`src/rtl/boot_cfg_loader.sv`:
```
module boot_cfg_loader #(
  parameter int OFS_W  = 16,
  parameter int ADDR_W = 32,
  parameter int DATA_W = 32
) (
  input  logic              clk,
  input  logic              rst_n,
  output logic              rd_req,
  output logic [OFS_W-1:0]  rd_addr,
  input  logic              rd_valid,
  input  logic [7:0]        rd_byte,
  output logic              wr_valid,
  input  logic              wr_ready,
  output logic [ADDR_W-1:0] wr_addr,
  output logic [DATA_W-1:0] wr_data,
  output logic              done,
  output logic              error
);
  localparam int HDR_BYTES = 8;
  localparam int REC_BYTES = (ADDR_W + DATA_W) / 8;
  localparam int BI_W      = $clog2(REC_BYTES);
  localparam int REC_W     = ADDR_W + DATA_W;

  typedef enum logic [1:0] {S_IDLE, S_FETCH, S_WRITE, S_FIN} st_t;

  st_t              st;
  logic [OFS_W-1:0] ofs;
  logic [15:0]      left;
  logic [BI_W-1:0]  bidx;
  logic [REC_W-1:0] rec;
  logic             err_q;

  wire in_hdr   = ofs < OFS_W'(HDR_BYTES);
  wire hdr_last = ofs == OFS_W'(HDR_BYTES - 1);
  wire rec_last = bidx == BI_W'(REC_BYTES - 1);

  always_ff @(posedge clk) begin
    if (!rst_n) begin
      st    <= S_IDLE;
      ofs   <= '0;
      left  <= '0;
      bidx  <= '0;
      rec   <= '0;
      err_q <= 1'b0;
    end else begin
      case (st)
        S_IDLE: st <= S_FETCH;
        S_FETCH: if (rd_valid) begin
          ofs <= ofs + 1'b1;
          if (in_hdr) begin
            if (ofs == '0)                  left[15:8] <= rd_byte;
            else if (ofs == OFS_W'(1))      left[7:0]  <= rd_byte;
            else if (rd_byte != 8'hFF) begin
              err_q <= 1'b1;
              st    <= S_FIN;
            end else if (hdr_last && left == 16'd0) begin
              st <= S_FIN;
            end
          end else begin
            rec <= {rec[REC_W-9:0], rd_byte};
            if (rec_last) begin
              bidx <= '0;
              st   <= S_WRITE;
            end else begin
              bidx <= bidx + 1'b1;
            end
          end
        end
        S_WRITE: if (wr_ready) begin
          left <= left - 16'd1;
          st   <= (left == 16'd1) ? S_FIN : S_FETCH;
        end
        default: st <= S_FIN;
      endcase
    end
  end

  assign rd_req   = st == S_FETCH;
  assign rd_addr  = ofs;
  assign wr_valid = st == S_WRITE;
  assign wr_addr  = rec[REC_W-1:DATA_W];
  assign wr_data  = rec[DATA_W-1:0];
  assign done     = st == S_FIN;
  assign error    = err_q;


  rd_hold_chk: assert property (@(posedge clk) disable iff (!rst_n)
    rd_req && !rd_valid |=> rd_req && $stable(rd_addr));


  wr_hold_chk: assert property (@(posedge clk) disable iff (!rst_n)
    wr_valid && !wr_ready |=> wr_valid && $stable(wr_addr) && $stable(wr_data));


  no_overlap_chk: assert property (@(posedge clk) disable iff (!rst_n)
    !(rd_req && wr_valid));


  done_sticky_chk: assert property (@(posedge clk) disable iff (!rst_n)
    done |=> done && !rd_req && !wr_valid);


  err_done_chk: assert property (@(posedge clk) disable iff (!rst_n)
    error |-> done);


  last_wr_done_chk: assert property (@(posedge clk) disable iff (!rst_n)
    wr_valid && wr_ready && left == 16'd1 |=> done);
endmodule

```
`config.mk`:
```
export PLATFORM = sky130hd
export DESIGN_NAME = boot_cfg_loader
export DESIGN_NICKNAME = d
export VERILOG_FILES = /design/src/rtl/boot_cfg_loader.sv
export SDC_FILE = /design/constraint.sdc
export NUM_CORES = 1
export LEC_CHECK = 0
export ABC_AREA = 1
export BUFFER_PORTS_ARGS = -buffer_cell sky130_fd_sc_hd__buf_4
export CORE_MARGIN = 1.5
export CORE_UTILIZATION = 30
export CTS_CLUSTER_SIZE = 12
export DETAILED_ROUTE_END_ITERATION = 6
export GPL_TIMING_DRIVEN = 1
export SLEW_MARGIN = 20
export SYNTH_ARGS = -nofsm -noshare
export SYNTH_HDL_FRONTEND = slang
export SYNTH_SLANG_ARGS = --single-unit
```
`constraint.sdc`:
```
create_clock -name clk -period 2.08 [get_ports clk]
set_input_delay 0.208 -clock clk [delete_from_list [all_inputs] [get_ports clk]]
set_output_delay 0.208 -clock clk [all_outputs]
set_load 0.01 [all_outputs]
```
Word-level counts from Yosys, hierarchy flattened. Cells that the tools add are included.

Register bits after elaboration: 102. Input bits: 12. Output and inout port bits: 84.

$add $sub $neg: 3. Magnitude comparators: 1. Eq/ne operators: 18. Mux-type cells: 18. Bitwise gates (word level): 3. Reduce and logical (&&, ||, !) cells: 11.

Operator list (count): 16-bit 2-to-1 mux (3); 16-bit by 1-bit equality test with 1-bit output, second input constant (2); 16-bit logical NOT (2); 16-bit case mux with 2 select lines (1); 8-bit 2-to-1 mux (3); 2-bit 2-to-1 mux (9); 6-bit AND reduction (3); 16-bit by 1-bit adder with 16-bit output, second input constant (1); 16-bit by 3-bit equality test with 1-bit output, second input constant (1); 16-bit by 4-bit less-than comparator with 1-bit output, second input constant (1); 16-bit by 1-bit subtractor with 16-bit output, second input constant (1); 2-bit by 1-bit inequality test with 1-bit output, second input constant (5); 8-bit inequality test, second input constant (1); 3-bit inequality test, second input constant (2); 2-bit case mux with 3 select lines (1); 5-bit AND reduction (1); 2-bit equality test, second input constant (2); 4-bit by 2-bit inequality test with 1-bit output, second input constant (1); 3-bit by 1-bit adder with 3-bit output, second input constant (1); 3-bit equality test, second input constant (1); 3-bit 2-to-1 mux (1); 3-bit by 1-bit inequality test with 1-bit output, second input constant (1); 1-bit inverter (3); 3-bit AND reduction (1); other kinds (6) (6).

Depth between registers and ports, before layout. Gate-level depths: netlist of the first run.

Word-level depth: 9. Gate-level depth with buffers: 11.

Worst setup path after synthesis of the first run. No wires, ideal clock.

Path type: flip-flop to flip-flop. Start point: register ofs[0], in the netlist rd_addr[0]. End point: register left[7]. Library setup time: 113 ps. Arrival time: 1361 ps. Setup slack: 606 ps. Stages on the path, launching flop included: 10. Buffers on the path: 1. Clock period less this slack: 1474 ps. Cell sequence: dfxtp_1 > inv_1 > ha_1 > nand2_1 > nand4_1 > nand2_2 > nand2_1 > buf_6 > nor2_1 > nor2_1.

Cells in the longest elaborated chain, start to end: 3.

Ends and longest elaborated chain: start: declaration (RTL line 27) `logic [OFS_W-1:0] ofs;`; start signal: assignment (RTL line 49) `ofs <= ofs + 1'b1;`; 16-bit by 4-bit less-than comparator with 1-bit output (tied with other cells) (RTL line 33) `wire in_hdr = ofs < OFS_W'(HDR_BYTES);`; 2-bit by 1-bit inequality test with 1-bit output (no source line) / 2-bit inequality test (equally long branches); 6-bit AND reduction (no source line) (*); end signal: assignment (RTL line 52) `else if (ofs == OFS_W'(1)) left[7:0] <= rd_byte;`; end signal: assignment (RTL line 70) `left <= left - 16'd1;`; end: declaration (RTL line 28) `logic [15:0] left;`.

Every way passes the cells marked *; elsewhere a longest branch is shown, timed or not. A chain may end at the register's enable or synchronous reset.

Worst setup path in the final report of the first run.
Start point: register left[0]. End point: register left[12].

Cells in the longest elaborated chain, start to end: 3.

Ends and longest elaborated chain: 16-bit by 1-bit subtractor with 16-bit output (RTL line 70); 16-bit 2-to-1 mux (RTL line 69) `S_WRITE: if (wr_ready) begin`; 16-bit case mux with 2 select lines (RTL line 46) `case (st)`.

No other way between the ends. The select of a mux whose other input is x is not followed.

==> results.sh, run 1 <==
export IMPL_drc=0
export IMPL_yosysWarnings=0
export IMPL_syn_nets=680
export IMPL_rsz0062_at_grt="false"
export IMPL_start_util_pct=30.8
export IMPL_fin_util_pct=38.4
export IMPL_power_density_mw_per_mm2=728
export IMPL_cts_root_buffer="clkbuf_16"
export IMPL_io_buffers=95
export IMPL_layout_setup_ws_ns=0.424
export IMPL_ctsHoldBuffers=0
export IMPL_crit_buf_inv=3
export IMPL_swShare_pct=26.7
export IMPL_finalMaxSlewViolations=0
export IMPL_internal_power_uw=3110
export IMPL_numClockSinks=102
export IMPL_worstPathMaxFanout=4
export IMPL_final_period_utilization_pct=79.6
export IMPL_clock_latency_ns=0.36
export IMPL_min_period_ns=1.66
export IMPL_synth_cells=660
export IMPL_num_rows=45
export IMPL_synth_edf_count=0
export IMPL_synth_ff_type="dfxtp_1"
export IMPL_clockBufferDepth=2
export IMPL_dp_slack_ns=0.446
export IMPL_combPwrFrac_pct=11.5
export IMPL_post_cts_buffers=0
export IMPL_finalNetCount=767
export IMPL_finalHoldViolations=0
export IMPL_yosysSeqAreaShare_pct=43.7
export IMPL_first_global_vias=3905
export IMPL_floorplan_die_width_um=128
export IMPL_max_slew_margin_pct=64.0
export IMPL_grt_max_degree=66
export IMPL_postRouteAntennaNets=0
export IMPL_grt_pass1_wl_um=19400
export IMPL_synthToLayoutAreaGrowth_pct=24.9
export IMPL_seqPwrFrac_pct=47.7
export IMPL_syn_area_mm2=0.00468
export IMPL_cp_slowest_cell="dfxtp_1"
export IMPL_p_sw_uw=1140
export IMPL_drive_gt1_share_pct=18.8
export IMPL_setup_viol=0
export IMPL_overflow=0
export IMPL_io_pin_count=96
export IMPL_die_h_um=128
export IMPL_cts_tree="done"
export IMPL_path_cells="inv_1 > ha_1 > nand2_1 > nor2_1 > inv_1 > o21ai_0 > nand2_1 > nand2_1 > nand3_1 > nand2_1 > inv_1"
export IMPL_wl_um=12000
export IMPL_fin_setup_tns_ns=0
export IMPL_cts_htree_levels=3
export IMPL_synth_cell_type_count=33
export IMPL_dr_first_iter_drc_count=231
export IMPL_dp_hpwl_um=8530
export IMPL_p_clk_share_pct=40.8
export IMPL_cts_made_buffers=9
export IMPL_end_kind="flip-flop"
export IMPL_wl_per_cell_um=12.7
export IMPL_cts_resized=0
export IMPL_viasPerCell=4.58
export IMPL_path_clk_slew_ns=0.07
export IMPL_coreArea_mm2=0.0152
export IMPL_track_usage_pct=15.0
export IMPL_max_freq_mhz=604
export IMPL_worst_setup_path_start_kind="flip-flop"
export IMPL_max_cap_violations=0
export IMPL_p_leak_uw=0.00257
export IMPL_place_congestion=0.872
export IMPL_fin_skew_ns=0.00687
export IMPL_drt_pre_antenna_iters=5
export IMPL_cp_data_arrival_time_ns=1.91
export IMPL_ir_drop_uv=420
export IMPL_dieArea_mm2=0.0163
export IMPL_hold_path_class="primary input to flip-flop"
export IMPL_n_antenna_cell=0
export IMPL_synth_avg_cell_area_um2=7.09
export IMPL_ys_ff_latch=102
export IMPL_crit_required_ns=2.34
export IMPL_critPathTopFamily="simple AND/OR/NAND/NOR gates"
export IMPL_slowest_delay_ns=0.35
export IMPL_antenna_found_initial=0
export IMPL_routed_via_count=4302
export IMPL_synth_async_reset_ratio_pct=0
export IMPL_crit_type="flip-flop to flip-flop"
export IMPL_worstMarginPinSlew_ns=0.539
export IMPL_timing_critical_path_mode_cell="nand2_1"
export IMPL_status="complete, no violations"
[worst register-to-register path, delay by kind of cell (launching register included)]
| kind | cells | cell delay (ns) |
|---|---|---|
| compound gates | 1 | 0.14 |
| simple gates | 6 | 0.61 |
| flops | 1 | 0.35 |
| buf+inv | 3 | 0.24 |
| fa+ha+maj | 1 | 0.23 |
[state kept, by name (all words and copies together), names as in the netlist]
name / cells
bidx: 3
error: 1
left: 16
rd_addr: 16
rec: 64
st: 2
[area by class of cell]
type	count	area [um2]
multi-input cells	474	2240
repair buffers	105	813
clock buffers	11	233
clock inverters	5	66.3
flip-flops and latches	102	2040
well taps	188	235
fillers	1635	9360
inverters	55	206
[cell usage after synthesis (3+ instances only)]
cell type,n,area share (%)
nor2_4,3,0.72
nor3_1,8,0.86
nand2_1,87,7.0
clkbuf_1,13,1.0
buf_2,6,0.64
inv_1,49,3.9
nand3_1,19,2.0
ha_1,8,2.1
inv_2,5,0.40
buf_6,9,2.2
dfxtp_1,102,44
xor2_1,8,1.5
o21ai_0,58,6.2
nand2_2,4,0.53
nor2_1,185,15
nor2_2,4,0.53
a21oi_1,32,3.4
o21ai_1,33,3.5
nand4_1,8,1.1
[kinds of logic after synthesis]
| group | share of synthesized area [%] |
|---|---|
| compound gates | 14.6 |
| xor+xnor | 1.50 |
| buf+inv | 8.37 |
| flops | 43.7 |
| simple gates | 29.8 |
| fa+ha+maj | 2.14 |
[routing by layer]
layer | GRT usage [%] | up-vias | wire (um)
met1 | 18.2 | 1896 | 5600
met5 | 0 | - | 0
met3 | 5.05 | 14 | 794
li1 | - | 2288 | -
met2 | 24.5 | 104 | 5370
met4 | 5.75 | 0 | 199
[power by group through the flow]
stage	registers (uW)	clock network (uW)	logic, uW
2_1_floorplan	2060	0	370
3_3_place_gp	2070	0	486
3_5_place_dp	2070	0	489
4_1_cts	2020	1800	492
5_1_grt	2030	1870	566
6_report	2020	1730	489
[through the flow]
stage	cells	hold WS, ns	cell area (um2)	power [uW]
3_3_place_gp	924	0.446	5540	2560
4_1_cts	940	0.125	5840	4310
6_report	940	0.130	5840	4250
2_1_floorplan	660	0.354	4680	2430
5_1_grt	940	0.159	5840	4470
3_5_place_dp	924	0.447	5540	2560
[path summary, 6_finish.rpt]
path / from / to / slack [ns] / cells past startpoint
worst max-delay path: left[0]$_SDFFE_PN0P_ / left[12]$_SDFFE_PN0P_ / 0.42 / 11
worst min-delay path: rd_byte[1] / rec[1]$_SDFFE_PN0P_ / 0.13 / 3
worst max register to register: left[0]$_SDFFE_PN0P_ / left[12]$_SDFFE_PN0P_ / 0.42 / 11
worst min register to register: error$_SDFFE_PN0P_ / error$_SDFFE_PN0P_ / 0.46 / 2
[cells in the final DEF (no fill, tap or decap), types with 2 or more instances in the layout]
master	count
nor3b_1	2
nor3_1	8
nand2_4	2
o211ai_1	2
xor2_1	8
clkbuf_1	2
inv_1	49
nand4_1	8
nor2_1	185
nand3_1	19
nor2_4	3
o21a_1	2
inv_2	5
nand2_1	87
nor2_2	4
dfxtp_1	102
nand2_2	4
clkbuf_16	9
ha_1	8
buf_4	103
a21oi_1	32
buf_12	2
o21ai_1	33
o21ai_0	58
nand4_2	2
Note: power is estimated with default switching activity, not from simulation.
==> run 2: changes to the inputs <==
--- a/config.mk
+++ b/config.mk
@@ -5,7 +5,7 @@
 export SDC_FILE = /design/constraint.sdc
 export NUM_CORES = 1
 export LEC_CHECK = 0
-export ABC_AREA = 1
+export ABC_AREA = 0
 export BUFFER_PORTS_ARGS = -buffer_cell sky130_fd_sc_hd__buf_4
 export CORE_MARGIN = 1.5
 export CORE_UTILIZATION = 30
==> constraint.sdc (replaced) <==
create_clock -name clk -period 1.65 [get_ports clk]
set_input_delay 0.165 -clock clk [delete_from_list [all_inputs] [get_ports clk]]
set_output_delay 0.165 -clock clk [all_outputs]
set_load 0.01 [all_outputs]
==> run 2 against run 1 <==
Compared with the run above: the flow now finishes with violations (negative setup slack); design area increased by 6.7%; synthesized cell count decreased by 16%; critical path depth decreased by 4; cell count decreased by 7.1%; fmax decreased by 8.8%; area after synthesis decreased by 8.2%; setup slack got worse by 0.59 ns; via count increased by 0.81%; critical path type unchanged.
==> results.sh, run 2 <==
export IMPL_status="complete, but fails checks"
export IMPL_violations="negative setup slack"
export IMPL_start_util_pct=30.8
export IMPL_internal_power_uw=3840
export IMPL_layout_setup_ws_ns=-0.166
export IMPL_power_density_mw_per_mm2=809
export IMPL_ff2ff_path_depth=7
export IMPL_grt_pass1_wl_um=19700
export IMPL_instances_no_fill=873
export IMPL_p_clk_share_pct=42.2
export IMPL_dr_first_iter_drc_count=276
export IMPL_path_clk_slew_ns=0.07
export IMPL_postRouteAntennaNets=0
export IMPL_critPathTopFamily="compound AO/OA/AOI/OAI gates"
export IMPL_num_rows=43
export IMPL_r2r_setup_slack_ns=-0.17
export IMPL_io_buffers=95
export IMPL_combPwrFrac_pct=8.1
export IMPL_slowest_delay_ns=0.38
export IMPL_final_period_utilization_pct=110
export IMPL_yosysWarnings=0
export IMPL_floorplan_die_width_um=123
export IMPL_crit_type="flip-flop to flip-flop"
export IMPL_yosys_area_top_type="dfxtp_1"
export IMPL_die_h_um=123
export IMPL_synth_async_reset_ratio_pct=0
export IMPL_cp_slowest_cell="dfxtp_4"
export IMPL_worstMarginPinSlew_ns=0.346
export IMPL_whs_endpoint="rec[2]$_SDFFE_PN0P_"
export IMPL_syn_area_mm2=0.00429
export IMPL_max_freq_mhz=551
export IMPL_layout_common_cells="156 x nand2_1, 143 x buf_4, 94 x dfxtp_1"
export IMPL_routed_via_count=4337
export IMPL_ir_drop_uv=503
export IMPL_drc=0
export IMPL_yosysSeqAreaShare_pct=47.6
export IMPL_crit_buf_inv=2
export IMPL_synth_most_common_cell="nand2_1"
export IMPL_dieArea_mm2=0.0150
export IMPL_hp_start="rd_byte[2]"
export IMPL_finalHoldViolations=0
export IMPL_rsz0062_at_grt="true"
export IMPL_place_congestion=0.838
export IMPL_finalMaxSlewViolations=0
export IMPL_synth_ff_type="dfxtp_1"
export IMPL_p_leak_uw=0.00244
export IMPL_drive_gt1_share_pct=32.0
export IMPL_synth_avg_cell_area_um2=7.75
export IMPL_antenna_found_initial=0
export IMPL_seqPwrFrac_pct=49.7
export IMPL_fin_setup_tns_ns=-3.38
export IMPL_ys_top_cells_by_count="157 x nand2_1, 102 x dfxtp_1, 93 x a21oi_1"
export IMPL_n_antenna_cell=0
export IMPL_path_cells="inv_4 > ha_4 > or3b_4 > o31a_1 > buf_6 > nand2b_1 > a21oi_1"
export IMPL_synth_edf_count=0
export IMPL_wl_um=12700
export IMPL_netlist_area_leader_share_pct=47.6
export IMPL_ys_top_cells_by_area="dfxtp_1 48%, nand2_1 14%, a21oi_1 11%, nor2_1 2.5%, ha_1 2.3%"
export IMPL_synthToLayoutAreaGrowth_pct=45.1
export IMPL_viasPerCell=4.97
export IMPL_cts_tree="done"
export IMPL_end_kind="flip-flop"
export IMPL_worst_setup_path_start_kind="flip-flop"
export IMPL_cts_htree_levels=3
export IMPL_coreArea_mm2=0.0139
export IMPL_power_uw=5040
export IMPL_overflow=0
export IMPL_syn_nets=574
export IMPL_synth_cells=554
export IMPL_setup_viol=73
export IMPL_synth_cell_type_count=42
export IMPL_reg2reg_from="rd_addr[0]$_SDFFE_PN0P_"
export IMPL_fin_skew_ns=0.00868
export IMPL_drt_pre_antenna_iters=4
export IMPL_min_period_ns=1.82
export IMPL_ys_ff_latch=102
export IMPL_clockBufferDepth=2
export IMPL_crit_required_ns=1.93
export IMPL_cts_root_buffer="clkbuf_16"
export IMPL_numClockSinks=102
export IMPL_swShare_pct=23.9
export IMPL_p_sw_uw=1200
export IMPL_reg2reg_to="left[5]$_SDFFE_PN0P_"
export IMPL_holdPathStages=3
export IMPL_layout_commonest_cell="nand2_1"
export IMPL_timing_hold_ws_ns=0.101
export IMPL_wl_per_cell_um=14.5
export IMPL_max_cap_violations=0
export IMPL_worstPathMaxFanout=7
export IMPL_fin_util_pct=44.7
export IMPL_cts_made_buffers=9
export IMPL_track_usage_pct=16.6
export IMPL_top_register="rec"
export IMPL_ctsHoldBuffers=0
export IMPL_dp_hpwl_um=8760
export IMPL_clock_latency_ns=0.35
export IMPL_finalNetCount=708
export IMPL_largest_reg_flops=64
export IMPL_first_global_vias=4094
export IMPL_placedCellCount=852
export IMPL_cp_data_arrival_time_ns=2.10
export IMPL_grt_max_degree=43
export IMPL_hold_path_class="primary input to flip-flop"
export IMPL_max_slew_margin_pct=76.7
export IMPL_io_pin_count=96
[run 2: cell count changes after synthesis, sizes merged, moves of 8 or more]
cell and delta:
nor2 -162, o21ai -73, nand2 +64, a21oi +61
inv -44, nand3 -8, nor4 +8
[run 2: metal layers]
metal  up-vias  part of all wire (%)  GRT usage [%]
met4         0                   1.3           4.14
met2       127                    47           27.3
met1      2039                    45           20.9
met3        10                   6.0           5.53
met5         -                     0              0
li1       2161                     -              -
[run 2: per-stage QoR]
stage / setup WS (ns) / cell area [um2]
after floorplan: -0.152 / 4350
after global placement: -0.179 / 5670
after detailed placement: -0.256 / 5670
after CTS: -0.118 / 6110
after global routing: -0.209 / 6230
final: -0.166 / 6230
[run 2: cells by family after synthesis]
group,synth area share [%]
buffers and inverters,4.11
muxes,0.233
AOI/OAI and AO/OA,17.1
DFF,47.6
adders and majority gates,2.33
xor gates and xnor gates,2.24
and+or+nand+nor,26.4
[run 2: power groups by stage]
stage	Sequential [uW]	Combinational, uW	Clock [uW]
after global placement	2550	350	0
after global routing	2510	443	2290
after CTS	2500	387	2190
after detailed placement	2560	357	0
final	2500	406	2130
after floorplan	2560	204	0
[run 2: repair_timing]
item | CTS | global route
gates cloned | 1 | 2
gates resized for setup | 28 | 22
setup endpoints to repair | 63 | 91
pin swaps | 8 | 12
buffers inserted | 2 | 0
[run 2: area by class of cell]
cell class                      instances  area (um2)
Clock inverter                          5        58.8
Sequential cell                       102        2060
Timing Repair Buffer                  155        1290
Fill cell                            1364        7700
Tap cell                              180         225
Multi-Input combinational cell        410        2320
Inverter                               10        42.5
Clock buffer                           11         233
[run 2: worst min-delay path: stages]
cell	delay, ns
buf_4	0.13
nand2_1	0.05
a21oi_1	0.05
[run 2: worst max-delay path by stage]
| stage | start | to | slack (ns) | cells past startpoint |
|---|---|---|---|---|
| 2_1_floorplan | rd_addr[0]$_SDFFE_PN0P_ | left[0]$_SDFFE_PN0P_ | -0.15 | 6 |
| 5_1_grt | rd_addr[0]$_SDFFE_PN0P_ | left[5]$_SDFFE_PN0P_ | -0.21 | 7 |
| 6_report | rd_addr[0]$_SDFFE_PN0P_ | left[5]$_SDFFE_PN0P_ | -0.17 | 7 |
| 3_5_place_dp | rd_addr[5]$_SDFFE_PN0P_ | left[8]$_SDFFE_PN0P_ | -0.26 | 6 |
| 4_1_cts | rd_addr[5]$_SDFFE_PN0P_ | left[8]$_SDFFE_PN0P_ | -0.12 | 6 |
| 3_3_place_gp | rd_addr[14]$_SDFFE_PN0P_ | left[10]$_SDFFE_PN0P_ | -0.18 | 6 |
